[src/rtl/ccd_seq_pkg.sv]
package ccd_seq_pkg;

  // vertical transfer states, in the order the phases visit them
  typedef enum logic [2:0] {
    VS_IDLE = 3'd0,
    VS_A    = 3'd1,   // V1 high, V2 low
    VS_B    = 3'd2,   // V1 low,  V2 high (line enters serial register)
    VS_C    = 3'd3,   // V1 high, V2 low
    VS_D    = 3'd4    // both low, closing state
  } vstate_e;

  typedef enum logic [1:0] {
    FS_IDLE = 2'd0,
    FS_VERT = 2'd1,
    FS_HORZ = 2'd2
  } fstate_e;

endpackage

[src/rtl/ccd_vert_seq.sv]
module ccd_vert_seq
  import ccd_seq_pkg::*;
#(
  parameter int CNT_W = 8
) (
  input  logic             clk,
  input  logic             rst_n,
  input  logic             go_i,
  input  logic [CNT_W-1:0] step_i,
  output logic             v1_o,
  output logic             v2_o,
  output logic             done_o
);

  vstate_e          st_q, st_d;
  logic [CNT_W-1:0] cnt_q, cnt_d;

  always_comb begin
    st_d  = st_q;
    cnt_d = cnt_q;
    if (st_q == VS_IDLE) begin
      if (go_i) begin
        st_d  = VS_A;
        cnt_d = step_i - CNT_W'(1);
      end
    end else if (cnt_q == '0) begin
      cnt_d = step_i - CNT_W'(1);
      case (st_q)
        VS_A:    st_d = VS_B;
        VS_B:    st_d = VS_C;
        VS_C:    st_d = VS_D;
        default: st_d = VS_IDLE;
      endcase
    end else begin
      cnt_d = cnt_q - CNT_W'(1);
    end
  end

  always_ff @(posedge clk or negedge rst_n) begin
    if (!rst_n) begin
      st_q  <= VS_IDLE;
      cnt_q <= '0;
    end else begin
      st_q  <= st_d;
      cnt_q <= cnt_d;
    end
  end

  assign v1_o   = (st_q == VS_A) || (st_q == VS_C);
  assign v2_o   = (st_q == VS_B);
  assign done_o = (st_q == VS_D) && (cnt_q == '0);

  // V2 only rises out of the V1-high state
  a_r2_v2_rise_after_v1: assert property (@(posedge clk) disable iff (!rst_n)
    $rose(v2_o) |-> $past(v1_o));

  // both phases are low once the sequence has closed
  a_r2_ends_low: assert property (@(posedge clk) disable iff (!rst_n)
    done_o |=> (!v1_o && !v2_o));

  // a state is held until its count runs out
  a_r2_state_hold: assert property (@(posedge clk) disable iff (!rst_n)
    (st_q != VS_IDLE && cnt_q != '0) |=> (st_q == $past(st_q)));

endmodule

[src/rtl/ccd_horiz_seq.sv]
module ccd_horiz_seq #(
  parameter int NCOL  = 1036,
  parameter int COL_W = 11,
  parameter int Q_W   = 8
) (
  input  logic             clk,
  input  logic             rst_n,
  input  logic             go_i,
  input  logic [Q_W-1:0]   q_i,
  output logic             h1_o,
  output logic             h2_o,
  output logic             r_o,
  output logic             pix_o,
  output logic [COL_W-1:0] col_o,
  output logic             done_o
);

  localparam logic [COL_W-1:0] LAST_COL = COL_W'(NCOL - 1);

  logic             busy_q, busy_d;
  logic [1:0]       qtr_q, qtr_d;
  logic [Q_W-1:0]   qcnt_q, qcnt_d;
  logic [COL_W-1:0] col_q, col_d;
  logic [Q_W-1:0]   q_top;

  assign q_top = q_i - Q_W'(1);

  always_comb begin
    busy_d = busy_q;
    qtr_d  = qtr_q;
    qcnt_d = qcnt_q;
    col_d  = col_q;
    if (!busy_q) begin
      if (go_i) begin
        busy_d = 1'b1;
        qtr_d  = 2'd0;
        qcnt_d = q_top;
        col_d  = '0;
      end
    end else if (qcnt_q == '0) begin
      qcnt_d = q_top;
      qtr_d  = qtr_q + 2'd1;
      if (qtr_q == 2'd3) begin
        if (col_q == LAST_COL) begin
          busy_d = 1'b0;
        end else begin
          col_d = col_q + COL_W'(1);
        end
      end
    end else begin
      qcnt_d = qcnt_q - Q_W'(1);
    end
  end

  always_ff @(posedge clk or negedge rst_n) begin
    if (!rst_n) begin
      busy_q <= 1'b0;
      qtr_q  <= 2'd0;
      qcnt_q <= '0;
      col_q  <= '0;
    end else begin
      busy_q <= busy_d;
      qtr_q  <= qtr_d;
      qcnt_q <= qcnt_d;
      col_q  <= col_d;
    end
  end

  assign h2_o   = busy_q && !qtr_q[1];
  assign h1_o   = !h2_o;
  assign r_o    = busy_q && (qtr_q == 2'd3);
  assign pix_o  = busy_q && (qtr_q == 2'd2) && (qcnt_q == q_top);
  assign col_o  = col_q;
  assign done_o = busy_q && (qtr_q == 2'd3) && (qcnt_q == '0) && (col_q == LAST_COL);

  // the pixel strobe coincides with the H2 falling edge cycle
  a_r6_pix_on_h2_fall: assert property (@(posedge clk) disable iff (!rst_n)
    pix_o |-> $fell(h2_o));

  // the reset clock is never high at an H2 fall
  a_r5_r_clear_of_fall: assert property (@(posedge clk) disable iff (!rst_n)
    $fell(h2_o) |-> !r_o);

  // R rises only after H1 has already been high
  a_r5_r_after_h1: assert property (@(posedge clk) disable iff (!rst_n)
    $rose(r_o) |-> $past(h1_o));

endmodule

[src/rtl/ccd_region_map.sv]
module ccd_region_map #(
  parameter int LEAD_COLS   = 4,
  parameter int ACT_COLS    = 1024,
  parameter int TRAIL_DARK  = 4,
  parameter int TOP_LINES   = 4,
  parameter int ACT_LINES   = 1024,
  parameter int ROW_W       = 11,
  parameter int COL_W       = 11
) (
  input  logic [ROW_W-1:0] row_i,
  input  logic [COL_W-1:0] col_i,
  output logic             dark_o,
  output logic             active_o,
  output logic             inactive_o
);

  localparam logic [COL_W:0] C_ACT_LO = (COL_W+1)'(LEAD_COLS);
  localparam logic [COL_W:0] C_ACT_HI = (COL_W+1)'(LEAD_COLS + ACT_COLS);
  localparam logic [COL_W:0] C_INACT  = (COL_W+1)'(LEAD_COLS + ACT_COLS + TRAIL_DARK);
  localparam logic [ROW_W:0] R_ACT_LO = (ROW_W+1)'(TOP_LINES);
  localparam logic [ROW_W:0] R_ACT_HI = (ROW_W+1)'(TOP_LINES + ACT_LINES);

  logic [COL_W:0] col_x;
  logic [ROW_W:0] row_x;
  logic           col_dark, row_dark;

  assign col_x      = {1'b0, col_i};
  assign row_x      = {1'b0, row_i};
  assign col_dark   = (col_x < C_ACT_LO) || (col_x >= C_ACT_HI);
  assign row_dark   = (row_x < R_ACT_LO) || (row_x >= R_ACT_HI);
  assign inactive_o = (col_x >= C_INACT);
  assign dark_o     = !inactive_o && (col_dark || row_dark);
  assign active_o   = !inactive_o && !col_dark && !row_dark;

endmodule

[src/rtl/ccd_readout_seq.sv]
module ccd_readout_seq
  import ccd_seq_pkg::*;
#(
  parameter int LEAD_COLS   = 4,
  parameter int ACT_COLS    = 1024,
  parameter int TRAIL_DARK  = 4,
  parameter int TRAIL_INACT = 4,
  parameter int TOP_LINES   = 4,
  parameter int ACT_LINES   = 1024,
  parameter int BOT_LINES   = 4,
  parameter int SYS_KHZ     = 50000,
  parameter int DIV_W       = 8,
  parameter int VST_W       = 8,
  localparam int NCOL  = LEAD_COLS + ACT_COLS + TRAIL_DARK + TRAIL_INACT,
  localparam int NROW  = TOP_LINES + ACT_LINES + BOT_LINES,
  localparam int COL_W = $clog2(NCOL),
  localparam int ROW_W = $clog2(NROW)
) (
  input  logic             clk,
  input  logic             rst_n,
  input  logic             start_i,
  input  logic             integ_i,
  input  logic             out_sel_i,
  input  logic [DIV_W-1:0] hdiv_i,
  input  logic [VST_W-1:0] vstep_i,
  output logic             v1_o,
  output logic             v2_o,
  output logic             h1_o,
  output logic             h2_o,
  output logic             h21_o,
  output logic             h22_o,
  output logic             r_o,
  output logic             pix_valid_o,
  output logic [ROW_W-1:0] row_o,
  output logic [COL_W-1:0] col_o,
  output logic             dark_o,
  output logic             active_o,
  output logic             inactive_o,
  output logic             done_o
);

  // smallest quarter length that keeps each output within its pixel rate
  localparam int PER_FAST  = (SYS_KHZ + 4999) / 5000;
  localparam int PER_SLOW  = (SYS_KHZ + 1999) / 2000;
  localparam int QMIN_FAST = (PER_FAST + 3) / 4;
  localparam int QMIN_SLOW = (PER_SLOW + 3) / 4;
  localparam logic [DIV_W-1:0] QMIN_FAST_V = DIV_W'(QMIN_FAST);
  localparam logic [DIV_W-1:0] QMIN_SLOW_V = DIV_W'(QMIN_SLOW);
  localparam logic [VST_W-1:0] VMIN_V      = VST_W'(4);
  localparam logic [ROW_W-1:0] LAST_ROW    = ROW_W'(NROW - 1);

  fstate_e          fs_q, fs_d;
  logic [ROW_W-1:0] row_q, row_d;
  logic             sel_q;
  logic [DIV_W-1:0] q_q;
  logic [VST_W-1:0] vst_q;
  logic             done_q, done_d;

  logic             start_acc;
  logic [DIV_W-1:0] q_min, q_new;
  logic [VST_W-1:0] vst_new, vst_use;
  logic             vgo, hgo, vdone, hdone;
  logic             h2_w, pix_w;
  logic             dark_w, act_w, inact_w;

  assign start_acc = start_i && !integ_i && (fs_q == FS_IDLE);
  assign q_min     = out_sel_i ? QMIN_FAST_V : QMIN_SLOW_V;
  assign q_new     = (hdiv_i < q_min) ? q_min : hdiv_i;
  assign vst_new   = (vstep_i < VMIN_V) ? VMIN_V : vstep_i;
  // the first transfer loads its count in the same edge as the config
  assign vst_use   = (fs_q == FS_IDLE) ? vst_new : vst_q;

  // frame controller next state
  always_comb begin
    fs_d   = fs_q;
    row_d  = row_q;
    done_d = 1'b0;
    vgo    = 1'b0;
    hgo    = 1'b0;
    case (fs_q)
      FS_IDLE: begin
        if (start_acc) begin
          fs_d  = FS_VERT;
          row_d = '0;
          vgo   = 1'b1;
        end
      end
      FS_VERT: begin
        if (vdone) begin
          fs_d = FS_HORZ;
          hgo  = 1'b1;
        end
      end
      FS_HORZ: begin
        if (hdone) begin
          if (row_q == LAST_ROW) begin
            fs_d   = FS_IDLE;
            done_d = 1'b1;
          end else begin
            fs_d  = FS_VERT;
            row_d = row_q + ROW_W'(1);
            vgo   = 1'b1;
          end
        end
      end
      default: fs_d = FS_IDLE;
    endcase
  end

  always_ff @(posedge clk or negedge rst_n) begin
    if (!rst_n) begin
      fs_q   <= FS_IDLE;
      row_q  <= '0;
      done_q <= 1'b0;
    end else begin
      fs_q   <= fs_d;
      row_q  <= row_d;
      done_q <= done_d;
    end
  end

  // frame configuration, loaded only by an accepted start
  always_ff @(posedge clk or negedge rst_n) begin
    if (!rst_n) begin
      sel_q <= 1'b0;
      q_q   <= QMIN_SLOW_V;
      vst_q <= VMIN_V;
    end else if (start_acc) begin
      sel_q <= out_sel_i;
      q_q   <= q_new;
      vst_q <= vst_new;
    end
  end

  ccd_vert_seq #(
    .CNT_W (VST_W)
  ) u_vert (
    .clk    (clk),
    .rst_n  (rst_n),
    .go_i   (vgo),
    .step_i (vst_use),
    .v1_o   (v1_o),
    .v2_o   (v2_o),
    .done_o (vdone)
  );

  ccd_horiz_seq #(
    .NCOL  (NCOL),
    .COL_W (COL_W),
    .Q_W   (DIV_W)
  ) u_horiz (
    .clk    (clk),
    .rst_n  (rst_n),
    .go_i   (hgo),
    .q_i    (q_q),
    .h1_o   (h1_o),
    .h2_o   (h2_w),
    .r_o    (r_o),
    .pix_o  (pix_w),
    .col_o  (col_o),
    .done_o (hdone)
  );

  ccd_region_map #(
    .LEAD_COLS  (LEAD_COLS),
    .ACT_COLS   (ACT_COLS),
    .TRAIL_DARK (TRAIL_DARK),
    .TOP_LINES  (TOP_LINES),
    .ACT_LINES  (ACT_LINES),
    .ROW_W      (ROW_W),
    .COL_W      (COL_W)
  ) u_region (
    .row_i      (row_q),
    .col_i      (col_o),
    .dark_o     (dark_w),
    .active_o   (act_w),
    .inactive_o (inact_w)
  );

  // split last gate: only the selected branch follows H2
  assign h2_o        = h2_w;
  assign h21_o       = sel_q ? 1'b0 : h2_w;
  assign h22_o       = sel_q ? h2_w : 1'b0;
  assign pix_valid_o = pix_w;
  assign dark_o      = pix_w && dark_w;
  assign active_o    = pix_w && act_w;
  assign inactive_o  = pix_w && inact_w;
  assign row_o       = row_q;
  assign done_o      = done_q;

  // serial clocks are parked while a vertical transfer runs
  a_r3_parked_in_vert: assert property (@(posedge clk) disable iff (!rst_n)
    (fs_q == FS_VERT) |-> (h1_o && !h2_o && !r_o));

  // the output choice stays fixed within a frame
  a_r8_sel_frozen: assert property (@(posedge clk) disable iff (!rst_n)
    (fs_q != FS_IDLE && $past(fs_q) != FS_IDLE) |-> $stable(sel_q));

  // the running quarter length honours the selected output's limit
  a_r9_rate_limit: assert property (@(posedge clk) disable iff (!rst_n)
    (fs_q != FS_IDLE) |-> (q_q >= (sel_q ? QMIN_FAST_V : QMIN_SLOW_V)));

  // exactly one region flag accompanies each pixel strobe
  a_r7_region_onehot: assert property (@(posedge clk) disable iff (!rst_n)
    pix_valid_o |-> ($countones({dark_o, active_o, inactive_o}) == 1));

  // done only appears once the block has gone idle
  a_r11_done_idle: assert property (@(posedge clk) disable iff (!rst_n)
    done_o |-> (fs_q == FS_IDLE && !v1_o && !v2_o && !h2_o));

endmodule

[config.mk]
export PLATFORM = sky130hd
export DESIGN_NAME = ccd_readout_seq
export DESIGN_NICKNAME = d
export VERILOG_FILES = /design/src/rtl/ccd_seq_pkg.sv /design/src/rtl/ccd_vert_seq.sv /design/src/rtl/ccd_horiz_seq.sv /design/src/rtl/ccd_region_map.sv /design/src/rtl/ccd_readout_seq.sv
export SDC_FILE = /design/constraint.sdc
export NUM_CORES = 1
export LEC_CHECK = 0
export ABC_AREA = 0
export BUFFER_PORTS_ARGS = -buffer_cell sky130_fd_sc_hd__buf_4
export CORE_MARGIN = 2
export CORE_UTILIZATION = 30
export DETAILED_ROUTE_END_ITERATION = 12
export PLACE_DENSITY = 0.48
export SYNTH_ARGS = -nofsm -noshare
export SYNTH_HDL_FRONTEND = slang
export SYNTH_SLANG_ARGS = --single-unit
[constraint.sdc]
create_clock -name clk -period 3.3 [get_ports clk]
set_input_delay 0.165 -clock clk [delete_from_list [all_inputs] [get_ports clk]]
set_output_delay 0.165 -clock clk [all_outputs]
set_load 0.01 [all_outputs]
; After elaboration in Yosys (flattened, before gate mapping)
; Cells that the tools add are included.
[classes]
add_sub_neg = 7
n_lt_le_gt_ge = 7
n_eq_ne = 19
n_mux = 47
reduce_logical = 37
[op_table]
columns = operator, count
row1 = $mux W11, 8
row2 = $mux W8, 9
row3 = $ge A11 B11 Y1 const B, 3
row4 = $sub A8 B1 Y8 const B, 4
row5 = $add A11 B1 Y11 const B, 2
row6 = $eq A11 B11 Y1 const B, 2
row7 = $lt A11 B3 Y1 const B, 2
row8 = $pmux W11 S2, 1
row9 = $logic_not A8 Y1, 2
row10 = $mux W1, 16
row11 = $logic_and A1 B1 Y1, 15
row12 = $mux W2, 6
row13 = $mux W3, 4
row14 = $ne A2 B2 Y1 const B, 6
row15 = $pmux W3 S3, 1
row16 = $eq A8 B8 Y1, 1
row17 = $lt A8 B3 Y1, 1
row18 = $lt A8 B3 Y1 const B, 1
row19 = $reduce_and A4 Y1, 2
row20 = $eq A2 B2 Y1 const B, 3
row21 = $eq A3 B2 Y1 const B, 2
row22 = $logic_not A1 Y1, 6
row23 = $pmux W2 S3, 1
row24 = $reduce_bool A2 Y1, 3
row25 = other kinds (11), 16
[totals]
ff_bits = 64
input_bits = 21
output_inout_bits = 34
wordCells = 129

; Logic depth before layout (Yosys ltp)
; Gate-level depths: netlist of run 1.
[depth]
word_depth = 8
depth_mapped = 11
mapped_depth_nobuf = 10

; Hierarchy
; A second synthesis of run 1 with hierarchy kept.
[hier_totals]
cells_unflattened = 468
area_unflattened_um2 = 4320.4
[modules_own_cells]
columns = module, instances, cells_each, area_per_inst_um2, seq_area_each_um2
row1 = ccd_horiz_seq, 1, 178, 1711.6, 550.5
row2 = ccd_readout_seq, 1, 174, 1679.1, 780.7
row3 = ccd_vert_seq, 1, 99, 819.5, 275.3
row4 = ccd_region_map, 1, 17, 110.1, 0.0

; Worst setup path after synthesis of run 1
; No wires, ideal clock.
[synth_timing]
kind = register -> register
from = register u_vert.cnt_q[2]
to = register u_horiz.col_q[10], in the netlist u_horiz.col_o[10]
setup_ps = 77
arrival_ps = 2622
required_time_ps = 3223
slack_ps = 600
path_stages_with_launch = 9
n_path_buf = 3
synth_period_minus_slack_ps = 2700
path_cell_list = dfrtp_1 > buf_6 > or4_1 > buf_2 > or4b_4 > a22o_1 > buf_6 > or4_1 > a21oi_1
[synth_via]
elab_chain_cells = 6
[synth_lines]
columns = element, line_no
row1 = "start, declared", ccd_vert_seq.sv:16  ; logic [CNT_W-1:0] cnt_q, cnt_d;
row2 = "start signal, assigned", ccd_vert_seq.sv:45  ; cnt_q <= cnt_d;
row3 = $logic_not A8 Y1, ccd_vert_seq.sv:51  ; assign done_o = (st_q == VS_D) && (cnt_q == '0);
row4 = $logic_and A1 B1 Y1, ccd_vert_seq.sv:51
row5 = $mux W1, ccd_readout_seq.sv:89  ; if (vdone) begin
row6 = $mux W1, ccd_readout_seq.sv:80  ; case (fs_q)
row7 = $reduce_bool A2 Y1 (no line), -
row8 = $reduce_and A4 Y1 (no line), -
row9 = "end signal, assigned", ccd_horiz_seq.sv:65  ; col_q <= col_d;
row10 = "end, declared", ccd_horiz_seq.sv:23  ; logic [COL_W-1:0] col_q, col_d;
; No other way between the ends.
; A chain may end at the register's enable or synchronous reset.

; Worst setup path in the final report of run 1
[layout_timing]
from = register q_q[0]
to = output dark_o
[layout_via]
elab_chain_cells = 4
[layout_lines]
columns = element, line_no
row1 = "start, declared", ccd_readout_seq.sv:55  ; logic [DIV_W-1:0] q_q;
row2 = "start signal, assigned", ccd_readout_seq.sv:130  ; q_q <= q_new;
row3 = $sub A8 B1 Y8, ccd_horiz_seq.sv:26  ; assign q_top = q_i - Q_W'(1);
row4 = $eq A8 B8 Y1, ccd_horiz_seq.sv:72  ; assign pix_o = busy_q && (qtr_q == 2'd2) && (qcnt_q == q_top);
row5 = $logic_and A1 B1 Y1, ccd_horiz_seq.sv:72
row6 = $logic_and A1 B1 Y1, ccd_readout_seq.sv:185  ; assign dark_o = pix_w && dark_w;
row7 = "end, declared", ccd_readout_seq.sv:36  ; output logic dark_o,
; No other way between the ends.

==> impl_metrics.json, run 1 <==
{
  "outcome": "completed",
  "worstPathArrival_ns": 2.81,
  "period_share": 0.9004,
  "period_needed_ns": 2.971,
  "cpMaxStageDelayCell": "dfstp_2",
  "final_max_slew_viol_count": 0,
  "drc": 0,
  "die_h_um": 122.0,
  "antenna_found_initial": 0,
  "start_util": 0.3044,
  "synth_edf_count": 0,
  "die_w_um": 122.0,
  "rsz0062_at_grt": "no",
  "cts_setup_buffers": 0,
  "end_kind": "output pin",
  "swShare": 0.2089,
  "switchingPower_mw": 0.3875,
  "fill_cells": 1435,
  "setup_viol": 0,
  "grt_max_degree": 65,
  "synth_nets": 534,
  "finalHoldViolations": 0,
  "ys_seq_area_frac": 0.3847,
  "netlist_area_um2": 4177,
  "vias": 3846,
  "n_antenna_cell": 0,
  "die-area_um2": 14880,
  "drtIter0Drc": 176,
  "portBuffers": 54,
  "cp-start-kind": "flip-flop",
  "path_clk_slew_ns": 0.05,
  "ys_warn_count": 0,
  "worst_pin_slew_ns": 0.8588,
  "ys_seq_elements": 64,
  "wl_um": 11260,
  "core-area_um2": 13720,
  "path_class": "flip-flop to output pin",
  "grt_pass1_wl_um": 18690,
  "postRouteAntennaNets": 0,
  "grt.overflow.total": 0,
  "cts_root_buf": "clkbuf_16",
  "critPathMaxStageDelay_ns": 0.58,
  "fin_util": 0.3696,
  "p_per_area_nw_per_um2": 365.8,
  "power_frac_clock": 0.541,
  "viasPerCell": 5.240,
  "wl_per_cell_um": 15.34,
  "crit_fanout": 6,
  "tns_ns": 0,
  "htree_levels": 3,
  "power_leakage_nw": 2.290,
  "p_seq_frac": 0.429,
  "rows": 43,
  "grt_pass1_vias": 3660,
  "dp_hpwl_um": 8062,
  "first_pass_iters": 4,
  "drive_above_1_share": 0.1625,
  "syn_to_final_growth_pct": 21.42,
  "cts_buffers": 9,
  "clock_path_buffers": 2,
  "synthCells": 501,
  "synth-async-reset-ratio": 1.000,
  "cts_tree": "yes",
  "hold_class": "input pin to flip-flop",
  "cts_sinks": 64,
  "fin_nets": 583,
  "cp_num_buf_inv": 2,
  "yosysUniqueCellTypes": 63,
  "slew-limit-headroom": 0.4275,
  "crit_chain": "inv_1 -> ha_1 -> nor3b_2 -> a32o_1 -> nor4_1 -> nand4_1 -> nor4bb_1 -> buf_4",
  "gp_congestion": 0.8242,
  "pwr-share-comb": 0.030,
  "ir_drop_v": 0.0002189,
  "grtUsageTotal": 0.1594,
  "io_pins": 55,
  "clk_latency_ns": 0.34,
  "worst_ep_required_time_ns": 3.13,
  "finClkSkew_ns": 0.006167,
  "crit_family": "simple AND/OR/NAND/NOR gates",
  "avgSynthCellArea_um2": 8.336,
  "p_int_mw": 1.468,
  "ys.flop_type": "dfrtp_1",
  "max-cap-violations": 0,
  "fmax_mhz": 336.6
}
-- sequential cells by signal, summed over array words and instances (netlist names) --
signal / cells
u_horiz.col_o: 11
fs_q: 2
vst_q: 8
row_o: 11
u_horiz.qcnt_q: 8
u_vert.st_q: 3
u_horiz.qtr_q: 2
sel_q: 1
done_o: 1
u_horiz.busy_q: 1
u_vert.cnt_q: 8
q_q: 8
-- layer usage --
metal | vias up | share of wire | track usage | wire (µm)
met3 | 12 | 0.035 | 0.02715 | 398
met4 | 0 | 0.020 | 0.06609 | 229
met2 | 59 | 0.47 | 0.2538 | 5307
met1 | 1871 | 0.47 | 0.2143 | 5327
met5 | - | 0 | 0 | 0
li1 | 1904 | - | - | -
-- final cells by class --
| class | count | area, µm² | area share |
|---|---|---|---|
| Sequential cell | 64 | 1607 | 0.3168 |
| Timing Repair Buffer | 62 | 467.9 | 0.09228 |
| Tap cell | 180 | 225.2 | 0.04441 |
| Inverter | 21 | 78.83 | 0.01554 |
| Clock inverter | 4 | 70.07 | 0.01382 |
| Multi-Input combinational cell | 392 | 2390 | 0.4713 |
| Clock buffer | 11 | 232.7 | 0.04589 |
-- repair_timing --
item | CTS | global route
hold buffers | 1 | 0
endpoints found under the setup margin | 0 | 3
resized for setup | 0 | 1
hold endpoints to repair | 59 | 0
-- per-stage QoR --
stage	std cells	total power [mW]	area, µm²	setup WS [ns]	hold slack, ns
6_report	734	1.855	5071	0.3288	0.03561
5_1_grt	734	1.926	5071	0.08590	0.04370
4_1_cts	734	1.889	5066	0.1852	0.02277
3_5_place_dp	718	0.8651	4753	0.3372	0.3519
3_3_place_gp	718	0.8642	4753	0.3826	0.3444
2_1_floorplan	501	0.8224	4177	0.6004	-0.1306
-- Yosys cell counts, types with 5 or more instances --
cell | n | share of area
and2_1 | 7 | 0.010
nor2b_1 | 5 | 0.0075
nor4_1 | 12 | 0.018
xnor2_1 | 14 | 0.029
nand2b_1 | 5 | 0.0075
or4_1 | 12 | 0.022
inv_1 | 21 | 0.019
nand3_1 | 21 | 0.025
ha_1 | 12 | 0.036
clkbuf_1 | 19 | 0.017
o21ai_0 | 37 | 0.044
mux2i_1 | 7 | 0.017
nor2_1 | 40 | 0.036
xor2_1 | 11 | 0.023
nor3b_1 | 5 | 0.0090
nand2_1 | 74 | 0.067
o31ai_1 | 8 | 0.014
nor3_1 | 12 | 0.014
dfrtp_1 | 60 | 0.36
or3_1 | 14 | 0.021
a21oi_1 | 29 | 0.035
-- placed cells by master, fill, tap and decap left out, types with 7 or more instances in the layout --
cell and n:
and2_1 7, nor4_1 12, buf_4 61, clkbuf_16 9
mux2i_1 7, a21oi_1 29, nor3_1 12, or4_1 12
xnor2_1 14, nand2_1 74, inv_1 21, xor2_1 11
nand3_1 21, o21ai_0 37, ha_1 12, dfrtp_1 60
o31ai_1 8, nor2_1 40, or3_1 14
-- worst paths after layout --
check | start | slack, ns | depth (start not counted) | end
max | q_q[0] | 0.33 | 8 | dark_o
min | hdiv_i[3] | 0.04 | 3 | q_q[3]
max reg2reg | u_vert.cnt_q[0] | 0.34 | 7 | u_horiz.col_o[5]
min reg2reg | vst_q[2] | 0.48 | 2 | vst_q[2]
max in group asynchronous | rst_n | 2.26 | 2 | row_o[4]
min in group asynchronous | rst_n | 0.49 | 2 | q_q[5]
-- power by group through the flow --
stage | Combinational [mW] | Sequential (mW) | Clock [mW]
floorplan | 0.0160 | 0.806 | 0
global placement | 0.0559 | 0.808 | 0
detailed placement | 0.0569 | 0.808 | 0
CTS | 0.0580 | 0.795 | 1.04
global route | 0.0636 | 0.795 | 1.07
finish | 0.0559 | 0.795 | 1.00
-- cells by family after synthesis --
logic type	after synthesis	share of synthesized area
AND/OR/NAND/NOR	227	0.2759
XOR/XNOR	25	0.05243
AO/OA/AOI/OAI	119	0.1845
adder cells (fa/ha/maj)	12	0.03595
flip-flops	64	0.3847
multiplexers	9	0.02217
buffers and inverters	45	0.04434
-- tightest hold or removal path, cell delays in order --
cell and delay, ns:
buf_4 0.08, nand2_1 0.04, nand2_1 0.05
(Power assumes the default switching activity.)
==> inputs of run 2 (changes only) <==
==> constraint.sdc (replaced) <==
create_clock -name clk -period 3.5 [get_ports clk]
set_input_delay 0.175 -clock clk [delete_from_list [all_inputs] [get_ports clk]]
set_output_delay 0.175 -clock clk [all_outputs]
set_load 0.01 [all_outputs]
==> impl_metrics.json, run 2 (synthesis gave the netlist of run 1 again) <==
{
  "cts_resized": 0,
  "crit_family": "simple AND/OR/NAND/NOR gates",
  "postLayoutCellArea_um2": 5074,
  "start_util": 0.3044,
  "cpMaxStageDelayCell": "nor3b_1",
  "cp-start-kind": "flip-flop",
  "layout_commonest_cell": "nand2_1",
  "cts_tree": "yes",
  "cts_sinks": 64,
  "period_share": 0.8746,
  "r2r_start": "u_vert.cnt_q[0]",
  "crit_fanout": 6,
  "first_pass_iters": 4,
  "tns_ns": 0,
  "wl_per_cell_um": 15.37,
  "critPathLaunch": "q_q[0]",
  "power_mw": 1.763,
  "postRouteAntennaNets": 0,
  "power_leakage_nw": 2.287,
  "drive_above_1_share": 0.1643,
  "setup_viol": 0,
  "finalHoldViolations": 0,
  "vias": 3858,
  "r2r_setup_slack_ns": 0.50,
  "path_depth": 8,
  "hold_class": "input pin to flip-flop",
  "grtUsageTotal": 0.1618,
  "path_class": "flip-flop to output pin",
  "layout_common_cells": "74 x nand2_1, 60 x dfrtp_1, 60 x buf_4, 40 x nor2_1, 37 x o21ai_0",
  "fmax_mhz": 326.7,
  "crit_end": "dark_o",
  "swShare": 0.2195,
  "p_per_area_nw_per_um2": 347.4,
  "pwr-share-comb": 0.030,
  "clock_path_buffers": 2,
  "rsz0062_at_grt": "no",
  "grt_pass1_wl_um": 18860,
  "gp_congestion": 0.8403,
  "n_antenna_cell": 0,
  "dp_hpwl_um": 8033,
  "r2r_cells": 7,
  "fin_nets": 582,
  "grt.overflow.total": 0,
  "worst_ep_required_time_ns": 3.32,
  "worst_pin_slew_ns": 0.8728,
  "grt_pass1_vias": 3791,
  "cts_root_buf": "clkbuf_16",
  "wl_um": 11290,
  "antenna_found_initial": 0,
  "outcome": "completed",
  "r2r-end": "u_horiz.col_o[5]",
  "die_h_um": 122.0,
  "worstPathArrival_ns": 2.89,
  "end_kind": "output pin",
  "die-area_um2": 14880,
  "path_clk_slew_ns": 0.05,
  "switchingPower_mw": 0.3869,
  "fin_util": 0.3698,
  "portBuffers": 54,
  "die_w_um": 122.0,
  "rows": 43,
  "crit_chain": "inv_1 -> ha_1 -> nor3b_1 -> xor2_1 -> a221oi_1 -> nand4_1 -> nor4bb_1 -> buf_4",
  "max-cap-violations": 0,
  "viasPerCell": 5.256,
  "dpl_cell_area_um2": 4746,
  "clk_latency_ns": 0.35,
  "finClkSkew_ns": 0.007043,
  "period_needed_ns": 3.061,
  "cts_buffers": 9,
  "power_frac_clock": 0.545,
  "slew-limit-headroom": 0.4181,
  "p_seq_frac": 0.425,
  "syn_to_final_growth_pct": 21.48,
  "ir_drop_v": 0.0001926,
  "fill_cells": 1438,
  "drc": 0,
  "p_int_mw": 1.376,
  "cp_num_buf_inv": 2,
  "htree_levels": 3,
  "io_pins": 55,
  "final_max_slew_viol_count": 0,
  "core-area_um2": 13720,
  "critPathMaxStageDelay_ns": 0.54,
  "grt_max_degree": 65,
  "drtIter0Drc": 197
}
run 2: layout make-up:
cell class | instances | area, µm² | area share
clock buffer | 12 | 266.5 | 0.05253
multi-input combinational | 392 | 2385 | 0.4700
clock inverter | 4 | 51.30 | 0.01011
timing repair buffer | 61 | 460.4 | 0.09075
sequential | 64 | 1607 | 0.3166
tap | 180 | 225.2 | 0.04439
inverter | 21 | 78.83 | 0.01554
run 2: worst register-to-register path: cells and delay by family (launching register included):
kind / cells / cell delay [ns]
fa+ha+maj: 1 / 0.21
compound gates: 2 / 0.56
simple gates: 3 / 1.66
buf+inv: 1 / 0.09
flops: 1 / 0.40
run 2: repair_timing:
| action | CTS | global route |
|---|---|---|
| buffers inserted | 0 | 0 |
| hold buffers | 1 | 0 |
| hold endpoints to repair | 48 | 0 |
run 2: layer usage:
metal	track usage	vias up	wire, µm
met2	0.2580	74	5169
met4	0.04598	0	165
met3	0.04494	10	538
li1	-	1903	-
met1	0.2149	1871	5410
met5	0	-	0
run 2: worst min path at each step:
stage | startpoint | end | depth (start not counted)
after CTS | hdiv_i[3] | q_q[3] | 3
after global placement | rst_n | q_q[5] | 1
final | hdiv_i[3] | q_q[3] | 3
after global routing | hdiv_i[3] | q_q[3] | 3
after detailed placement | rst_n | u_horiz.qcnt_q[5] | 1
after floorplan | rst_n | done_o | 0
run 2: per-stage QoR:
| stage | setup slack, ns | cells | hold slack, ns |
|---|---|---|---|
| 6_report | 0.4388 | 734 | 0.03460 |
| 5_1_grt | 0.1332 | 734 | 0.03290 |
| 4_1_cts | 0.3673 | 734 | 0.02424 |
| 3_5_place_dp | 0.5204 | 717 | 0.3619 |
| 3_3_place_gp | 0.5849 | 717 | 0.3598 |
| 2_1_floorplan | 0.8004 | 501 | -0.1206 |
run 2: power by group through the flow:
stage | Sequential (mW) | Combinational (mW) | Clock (mW)
global route | 0.749 | 0.0602 | 1.03
detailed placement | 0.762 | 0.0534 | 0
CTS | 0.749 | 0.0544 | 0.987
floorplan | 0.760 | 0.0151 | 0
global placement | 0.762 | 0.0528 | 0
finish | 0.749 | 0.0530 | 0.960
